File: src/rtl/rcd_pkg.sv
package rcd_pkg;

   typedef enum logic [1:0] {
      MODE_OFF  = 2'b00,
      MODE_LO   = 2'b01,
      MODE_TEST = 2'b10,
      MODE_HI   = 2'b11
   } rcd_mode_e;

   // fixed test-mode periods in source cycles (half periods of the source)
   localparam int TEST_CPU_PER = 4;
   localparam int TEST_PCI_PER = 12;
   localparam int TEST_REF_PER = 2;

   function automatic int pci_period(rcd_mode_e m, int pci_p);
      return (m == MODE_TEST) ? TEST_PCI_PER : pci_p;
   endfunction

   function automatic int cpu_period(rcd_mode_e m, int pci_p);
      case (m)
         MODE_TEST: return TEST_CPU_PER;
         MODE_HI:   return pci_p / 3;
         default:   return pci_p / 2;
      endcase
   endfunction

   function automatic int ref_period(rcd_mode_e m, int ref_p);
      return (m == MODE_TEST) ? TEST_REF_PER : ref_p;
   endfunction

endpackage

File: src/rtl/rcd_mode_ctrl.sv
module rcd_mode_ctrl
   import rcd_pkg::*;
#(
   parameter int PCI_PERIOD = 12,
   parameter int CW         = 5
) (
   input  logic            clk,
   input  logic            rst_n,
   input  logic [1:0]      mode_sel,
   output logic            boundary,
   output rcd_mode_e       mode_next,
   output logic            oe_q
);

   logic            started_q;
   rcd_mode_e       mode_q;
   logic [CW-1:0]   phase_q;
   logic [CW-1:0]   phase_last;
   logic            phase_end;

   assign phase_last = CW'(pci_period(mode_q, PCI_PERIOD) - 1);
   assign phase_end  = (phase_q == phase_last);
   assign boundary   = !started_q || phase_end;
   assign mode_next  = boundary ? rcd_mode_e'(mode_sel) : mode_q;

   always_ff @(posedge clk) begin
      if (!rst_n) begin
         started_q <= 1'b0;
         mode_q    <= MODE_LO;
         phase_q   <= '0;
         oe_q      <= 1'b1;
      end else begin
         started_q <= 1'b1;
         mode_q    <= mode_next;
         phase_q   <= boundary ? '0 : phase_q + 1'b1;
         oe_q      <= (mode_next != MODE_OFF);
      end
   end

   // mode register only moves on a wrap
   assert_mode_hold_R9 : assert property (@(posedge clk) disable iff (!rst_n)
      (started_q && !phase_end) |=> $stable(mode_q));

   // phase never runs past the applied period
   assert_phase_bound_R9 : assert property (@(posedge clk) disable iff (!rst_n)
      started_q |-> (phase_q <= phase_last));

endmodule

File: src/rtl/rcd_divider.sv
module rcd_divider #(
   parameter int CW = 5
) (
   input  logic          clk,
   input  logic          rst_n,
   input  logic          restart,
   input  logic [CW-1:0] period,
   output logic          clk_q
);

   logic [CW-1:0] cnt_q;
   logic [CW-1:0] cnt_next;
   logic [CW-1:0] high_len;

   assign high_len = (period + 1'b1) >> 1;

   always_comb begin
      if (restart || (cnt_q == period - 1'b1))
         cnt_next = '0;
      else
         cnt_next = cnt_q + 1'b1;
   end

   always_ff @(posedge clk) begin
      if (!rst_n) begin
         cnt_q <= '0;
         clk_q <= 1'b0;
      end else begin
         cnt_q <= cnt_next;
         clk_q <= (cnt_next < high_len);
      end
   end

   // each period opens with the high phase
   assert_high_first_R4 : assert property (@(posedge clk) disable iff (!rst_n)
      restart |=> clk_q);

endmodule

File: src/rtl/rcd_fanout.sv
module rcd_fanout #(
   parameter int N = 2
) (
   input  logic         src,
   output logic [N-1:0] dst
);

   for (genvar i = 0; i < N; i++) begin : g_copy
      assign dst[i] = src;
   end

endmodule

File: src/rtl/ratio_clock_divider.sv
module ratio_clock_divider
   import rcd_pkg::*;
#(
   parameter int NUM_CPU    = 2,
   parameter int NUM_PCI    = 5,
   parameter int PCI_PERIOD = 12,
   parameter int REF_PERIOD = 6
) (
   input  logic               clk,
   input  logic               rst_n,
   input  logic [1:0]         mode_sel,
   output logic [NUM_CPU-1:0] cpu_clk,
   output logic [NUM_PCI-1:0] pci_clk,
   output logic               ref_clk,
   output logic               clk_oe
);

   localparam int MAX_PER = (PCI_PERIOD > TEST_PCI_PER) ? PCI_PERIOD : TEST_PCI_PER;
   localparam int CW      = $clog2(MAX_PER) + 1;

   initial begin
      assert (PCI_PERIOD >= 6 && PCI_PERIOD % 6 == 0)
         else $fatal(1, "PCI_PERIOD must be a positive multiple of 6");
      assert (REF_PERIOD >= 2 && PCI_PERIOD % REF_PERIOD == 0)
         else $fatal(1, "REF_PERIOD must be at least 2 and divide PCI_PERIOD");
      assert (NUM_CPU >= 1 && NUM_PCI >= 1)
         else $fatal(1, "at least one copy of each clock is needed");
   end

   logic            boundary;
   rcd_mode_e       mode_next;
   logic [CW-1:0]   cpu_per;
   logic [CW-1:0]   pci_per;
   logic [CW-1:0]   ref_per;
   logic            cpu_int;
   logic            pci_int;
   logic            ref_int;

   assign cpu_per = CW'(cpu_period(mode_next, PCI_PERIOD));
   assign pci_per = CW'(pci_period(mode_next, PCI_PERIOD));
   assign ref_per = CW'(ref_period(mode_next, REF_PERIOD));

   rcd_mode_ctrl #(.PCI_PERIOD(PCI_PERIOD), .CW(CW)) u_ctrl (
      .clk       (clk),
      .rst_n     (rst_n),
      .mode_sel  (mode_sel),
      .boundary  (boundary),
      .mode_next (mode_next),
      .oe_q      (clk_oe)
   );

   rcd_divider #(.CW(CW)) u_cpu_div (
      .clk (clk), .rst_n (rst_n), .restart (boundary), .period (cpu_per), .clk_q (cpu_int)
   );

   rcd_divider #(.CW(CW)) u_pci_div (
      .clk (clk), .rst_n (rst_n), .restart (boundary), .period (pci_per), .clk_q (pci_int)
   );

   rcd_divider #(.CW(CW)) u_ref_div (
      .clk (clk), .rst_n (rst_n), .restart (boundary), .period (ref_per), .clk_q (ref_int)
   );

   rcd_fanout #(.N(NUM_CPU)) u_cpu_fan (.src (cpu_int), .dst (cpu_clk));
   rcd_fanout #(.N(NUM_PCI)) u_pci_fan (.src (pci_int), .dst (pci_clk));
   assign ref_clk = ref_int;

   // PCI rising edges land on CPU and reference rising edges
   assert_pci_on_cpu_R8 : assert property (@(posedge clk) disable iff (!rst_n)
      $rose(pci_int) |-> $rose(cpu_int));
   assert_ref_on_pci_R8 : assert property (@(posedge clk) disable iff (!rst_n)
      $rose(pci_int) |-> $rose(ref_int));

   // enable only toggles at the start of a PCI period
   assert_oe_at_wrap_R6 : assert property (@(posedge clk) disable iff (!rst_n)
      !$stable(clk_oe) |-> pci_int);

   // reset state seen after a reset edge
   logic rst_seen_q;
   always_ff @(posedge clk) rst_seen_q <= !rst_n;
   always @(negedge clk) begin
      if (rst_seen_q) begin
         assert_reset_state_R1 : assert (cpu_int == 1'b0 && pci_int == 1'b0 &&
                                         ref_int == 1'b0 && clk_oe == 1'b1);
      end
   end

endmodule

File: config.mk
export PLATFORM = sky130hd
export DESIGN_NAME = ratio_clock_divider
export DESIGN_NICKNAME = d
export VERILOG_FILES = /design/src/rtl/rcd_pkg.sv /design/src/rtl/rcd_mode_ctrl.sv /design/src/rtl/rcd_divider.sv /design/src/rtl/rcd_fanout.sv /design/src/rtl/ratio_clock_divider.sv
export SDC_FILE = /design/constraint.sdc
export NUM_CORES = 1
export LEC_CHECK = 0
export CAP_MARGIN = 20
export CELL_PAD_IN_SITES_DETAIL_PLACEMENT = 0
export CELL_PAD_IN_SITES_GLOBAL_PLACEMENT = 1
export CORE_MARGIN = 4
export CORE_UTILIZATION = 47
export DETAILED_ROUTE_END_ITERATION = 8
export DONT_BUFFER_PORTS = 1
export PLACE_DENSITY = 0.73
export SYNTH_ARGS = -nofsm -noshare
export SYNTH_HDL_FRONTEND = slang
export SYNTH_SLANG_ARGS = --single-unit
File: constraint.sdc
create_clock -name clk -period 2.5 [get_ports clk]
set_clock_uncertainty 0.15 [all_clocks]
set_input_delay 0.5 -clock clk [delete_from_list [all_inputs] [get_ports clk]]
set_output_delay 0.5 -clock clk [all_outputs]
set_load 0.05 [all_outputs]
After elaboration in Yosys (flattened, before gate mapping)
Index checks and enable logic that the tools add are counted.

word-level totals
  input bits = 4
  flip-flop bits (word level) = 27
  logic and storage cells = 43

operators by class
  equal/unequal tests = 6
  order comparisons = 3
  add/sub/neg operators = 8
  multiplexer cells = 7
  bitwise logic cells = 1
  reduce and logical (&&, ||, !) cells = 8

operator list
  cell                                                                           number
  5-bit by 1-bit adder with 5-bit output (second input constant)                 4
  5-bit 2-to-1 mux                                                               3
  5-bit by 4-bit equality test with 1-bit output (second input constant)         2
  5-bit equality test                                                            2
  5-bit by 4-bit less-than comparator with 1-bit output                          2
  3-bit by 1-bit adder with 4-bit output (second input constant)                 2
  3-bit by 1-bit subtractor with 4-bit output (second input constant)            2
  5-bit by 3-bit less-than comparator with 1-bit output (second input constant)  1
  2-bit equality test (second input constant)                                    2
  1-bit logical OR                                                               4
  2-bit 2-to-1 mux                                                               2
  2-bit OR reduction                                                             2
  3-bit 2-to-1 mux                                                               1
  2-bit nonzero test                                                             1
  1-bit zero test                                                                1
  1-bit 2-to-1 mux                                                               1
  1-bit NOT                                                                      1

Depth between registers and ports, before layout
  word-level depth = 11
  depth in mapped cells = 10
  depth with buffers taken out = 10

By module
From an unflattened synthesis, not the netlist that was laid out.

unflattened totals
  cell total of the unflattened synthesis = 225
  area, all modules = 2058.2 µm²

by module, submodules not included
  module                   instances  cells an instance  area each (µm²)
  rcd_divider              3          59                 538.0
  rcd_mode_ctrl            1          37                 374.1
  rcd_fanout at u_pci_fan  1          5                  37.5
  ratio_clock_divider      1          4                  17.5
  rcd_fanout at u_cpu_fan  1          2                  15.0

Worst setup path before layout
OpenSTA, ideal clock, no wires.

  kind = reg-to-reg
  start point = register u_ctrl.phase_q[0]
  end point = register u_ref_div.clk_q
  slack = 0.319 ns
  arrival time = 1.971 ns
  data required time = 2.290 ns
  clock period less this slack = 2.181 ns
  stages on the path, launching flop included = 11
  cell sequence = dfxtp_1 -> ha_1 -> nand2_1 -> o31ai_2 -> nand3b_1 -> o21ai_0 -> ha_1 -> nor3_1 -> a31oi_1 -> a221oi_1 -> o311a_1

on the way
  cells in the longest elaborated chain, start to end = 10
  elaborated cells between the ends (all ways) = 11
  those cells by class = 2 x add/sub; 1 x order compare; 3 x eq/ne; 3 x mux; 2 x reduce/logical

ends and longest elaborated chain
  item                                                     RTL line             source
  start, declared                                          rcd_mode_ctrl.sv:17  logic [CW-1:0] phase_q;
  start signal, assigned                                   rcd_mode_ctrl.sv:35  phase_q <= boundary ? '0 : phase_q + 1'b1;
  5-bit by 4-bit equality test with 1-bit output *         rcd_mode_ctrl.sv:22  assign phase_end = (phase_q == phase_last);
  1-bit logical OR *                                       rcd_mode_ctrl.sv:23  assign boundary = !started_q || phase_end;
  2-bit 2-to-1 mux                                         rcd_mode_ctrl.sv:24  assign mode_next = boundary ? rcd_mode_e'(mode_sel) : mode_q;
  2-bit equality test                                      rcd_pkg.sv:28        return (m == MODE_TEST) ? TEST_REF_PER : ref_p;
  3-bit 2-to-1 mux                                         rcd_pkg.sv:28
  3-bit by 1-bit subtractor with 4-bit output              rcd_divider.sv:18    if (restart || (cnt_q == period - 1'b1))
  5-bit equality test                                      rcd_divider.sv:18
  1-bit logical OR                                         rcd_divider.sv:18
  5-bit 2-to-1 mux                                         rcd_divider.sv:18
  5-bit by 4-bit less-than comparator with 1-bit output *  rcd_divider.sv:30    clk_q <= (cnt_next < high_len);
  end signal, assigned                                     rcd_divider.sv:30
  end, declared                                            rcd_divider.sv:8     output logic clk_q

Every way passes the cells marked *; elsewhere a longest branch is shown, timed or not.
A chain may end at the register's enable or synchronous reset.

Worst setup path in the final report
Ends and elaborated chain as after synthesis.

==> summary.md <==
| Metric | Value |
|---|---|
| RSZ-0062 raised after global routing | false |
| Worst Reg-to-Reg Cells | 10 |
| Largest net degree at the start of global routing | 16 |
| Drt initial violations | 34 |
| Yosys cell types | 38 |
| Peak supply drop | ~0.36 mV |
| CP required | roughly 2.6 ns |
| Initial core utilization | 50.6% |
| Post-synthesis register bit count | 27 |
| FMAX | about 450 MHz |
| Final Hold Vio Count | 0 |
| Number of global-route vias before repair | around 860 |
| Syn nets | 150 |
| Core ar. | ~0.0025 mm² |
| Power per cell area | 540 mW/mm² |
| Fin util | approximately 52% |
| Die height | 60.4 µm |
| Fin nets | 150 |
| Die Wd | around 60 µm |
| Max-slew violation count | 0 |
| Crit-path max FO | 6 |
| Vias | approximately 900 |
| Static Leak | between 0.0005 and 0.0006 µW |
| CTS root buf | clkbuf_4 |
| Setup repair bufs after CTS | 0 |
| Sink Count | 27 |
| Rel. slew slack | between 50 and 60% |
| CTS Buf Count | 3 |
| Area Overhead vs Synth | 3.40% |
| Pre-antenna DRT Iters | 4 |
| I/O Pins | 13 |
| Share of cells above drive strength 1 | ~8.6% |
| Asr flop ratio synth | 0% |
| Max-cap viol count | 0 |
| Die footprint | approximately 0.0036 mm² |
| Post-CTS sizing | 0 |
| Final min period | roughly 2.2 ns |
| Ys Warns | 0 |
| Status | completed |
| Post-route ant nets | 0 |
| Hold Buf Count CTS | 0 |
| Worst setup path class | reg2reg |
| Hold path depth | 0 |
| Gate Count Post-Synth | 140 |
| Slew @ Worst Pin | around 0.68 ns |
| Num rows | 18 |
| DRC Markers | 0 |
| HPWL Detailed | approximately 1.5 mm |
| Most used DFF post-synth | dfxtp_1 |
| Crit path DAT | 2.37 ns |
| Hold crit path type | in2reg |
| H-tree Lvls | 1 |
| Wirelength, routed | a little over 2 mm |
| Port Buffers | 0 |
| GP Congestion | between 0.8 and 0.9 |
| Clk slew on worst S/H paths | 0.15 ns |
| Ant. Diodes | 0 |
| Seq/Total Area, Yosys | 41.9% |
| First-pass GRT wire length | about 3.7 mm |
| Routed WL per cell | approximately 12 µm |
| Clk buf depth | 2 |
| Initial antenna violation count | 0 |
| Worst skew pair latency | 0.32 ns |
| GRT Total Usage | 13.2% |
| Crit start category | flop |
| Vias per cell | around 5.3 |
| Endpoints failing setup | 0 |
| Crit. End Element | flop |
| GRT overflow | 0 |
| Avg Inst Size Synth | slightly above 9 µm² |
| Setup TNS | 0 ns |
| Synth Cell Area | 0.00129 mm² |
| Number of synthesized flops with an enable pin | 0 |
| CTS tree | built |
| Final Cycle Share | ~90% |
-- cells in the final DEF, fill, tap and decap left out, types with 2 or more instances in the layout --
cell	Yosys	layout
a21oi_1	2	2
buf_4	7	4
clkbuf_4	0	3
dfxtp_1	27	26
ha_1	6	6
inv_1	4	4
mux2i_1	2	2
nand2_1	4	4
nand2b_1	4	4
nand3_1	9	9
nand3b_1	4	4
nand4_1	2	2
nor2_1	22	22
nor2b_1	4	4
nor3_1	5	5
o21ai_0	3	3
o21ai_1	2	2
o311a_1	2	2
xnor2_1	3	3
xor2_1	9	9
-- state kept, by name (all words and copies together), names as in the netlist --
register / flops
u_ref_div.cnt_q: 5
u_pci_div.cnt_q: 5
u_ctrl.phase_q: 5
u_ctrl.mode_q: 2
u_pci_div.clk_q: 1
u_cpu_div.clk_q: 1
u_ref_div.clk_q: 1
u_cpu_div.cnt_q: 5
u_ctrl.started_q: 1
u_ctrl.oe_q: 1
-- per-layer routing --
metal  vias up  routed length, µm  track usage (%)
met3         2                 64             2.77
met5         -                  0                0
met2         9                917             20.4
met4         0                 19             6.01
met1       410               1060             17.8
li1        477                  -                -
-- power by group --
group | internal, µW | switching (µW)
logic | 24.3 | 47.6
registers | 444 | 19.5
clock network | 59.9 | 125
-- path summary, 6_finish.rpt --
| kind | slack, ns | to | from |
|---|---|---|---|
| min | 0.05 | u_ctrl.started_q$_DFF_P_ | rst_n |
| max reg2reg | 0.26 | u_ref_div.clk_q$_SDFF_PN0_ | u_ctrl.phase_q[0]$_SDFF_PP0_ |
| min reg2reg | 0.31 | u_ctrl.phase_q[0]$_SDFF_PP0_ | u_ctrl.phase_q[0]$_SDFF_PP0_ |
| max | 0.26 | u_ref_div.clk_q$_SDFF_PN0_ | u_ctrl.phase_q[0]$_SDFF_PP0_ |
-- critical path, stage by stage (launching register included) --
cell and delay [ns]:
dfxtp_1 0.38, ha_1 0.20, nand2_1 0.13, o31ai_4 0.30
nand3b_1 0.11, o21ai_0 0.09, ha_1 0.25, nor3_1 0.18
a31oi_1 0.05, a221oi_1 0.21, o311a_1 0.17
-- cell usage after synthesis, types with 2 or more instances --
cell type,number,area [µm²]
nand4_1,2,12.5
nand3_1,9,45.0
a21oi_1,2,10.0
dfxtp_1,27,541
xnor2_1,3,26.3
nand2b_1,4,25.0
mux2i_1,2,20.0
inv_1,4,15.0
o21ai_0,3,15.0
nor2_1,22,82.6
nor2b_1,4,25.0
nor3_1,5,25.0
xor2_1,9,78.8
o21ai_1,2,10.0
buf_4,7,52.6
nand2_1,4,15.0
ha_1,6,75.1
nand3b_1,4,30.0
o311a_1,2,20.0
-- kinds of logic (layout without fill, tap and decap cells) --
kind of cell    count (synthesis)  after routing  synth area share, %
buf+inv                        13             12                 5.92
flops                          27             27                 41.9
mux                             2              2                 1.55
compound gates                 21             21                 13.7
fa+ha+maj                       6              6                 5.83
simple gates                   59             59                 22.9
xor+xnor                       12             12                 8.16
-- cell type report --
type,instances,area (µm²)
fill,263,1210
multi-input combinational,100,681
sequential,27,542
tap,30,37.5
timing repair buffer,4,30.0
clock buffer,3,22.5
inverter,4,15.0
clock inverter,1,5.00
-- stage by stage --
step           power, µW  cells  hold slack [ns]  worst slack (ns)  area [µm²]
2_1_floorplan        540    140            0.268             0.319        1290
3_3_place_gp         545    165            0.281             0.230        1300
3_5_place_dp         545    165            0.287             0.133        1300
4_1_cts              732    169           0.0283             0.109        1320
5_1_grt              761    169          0.00595            0.0169        1330
6_report             720    169           0.0505             0.259        1330
Note: power is estimated with default switching activity, not from simulation.
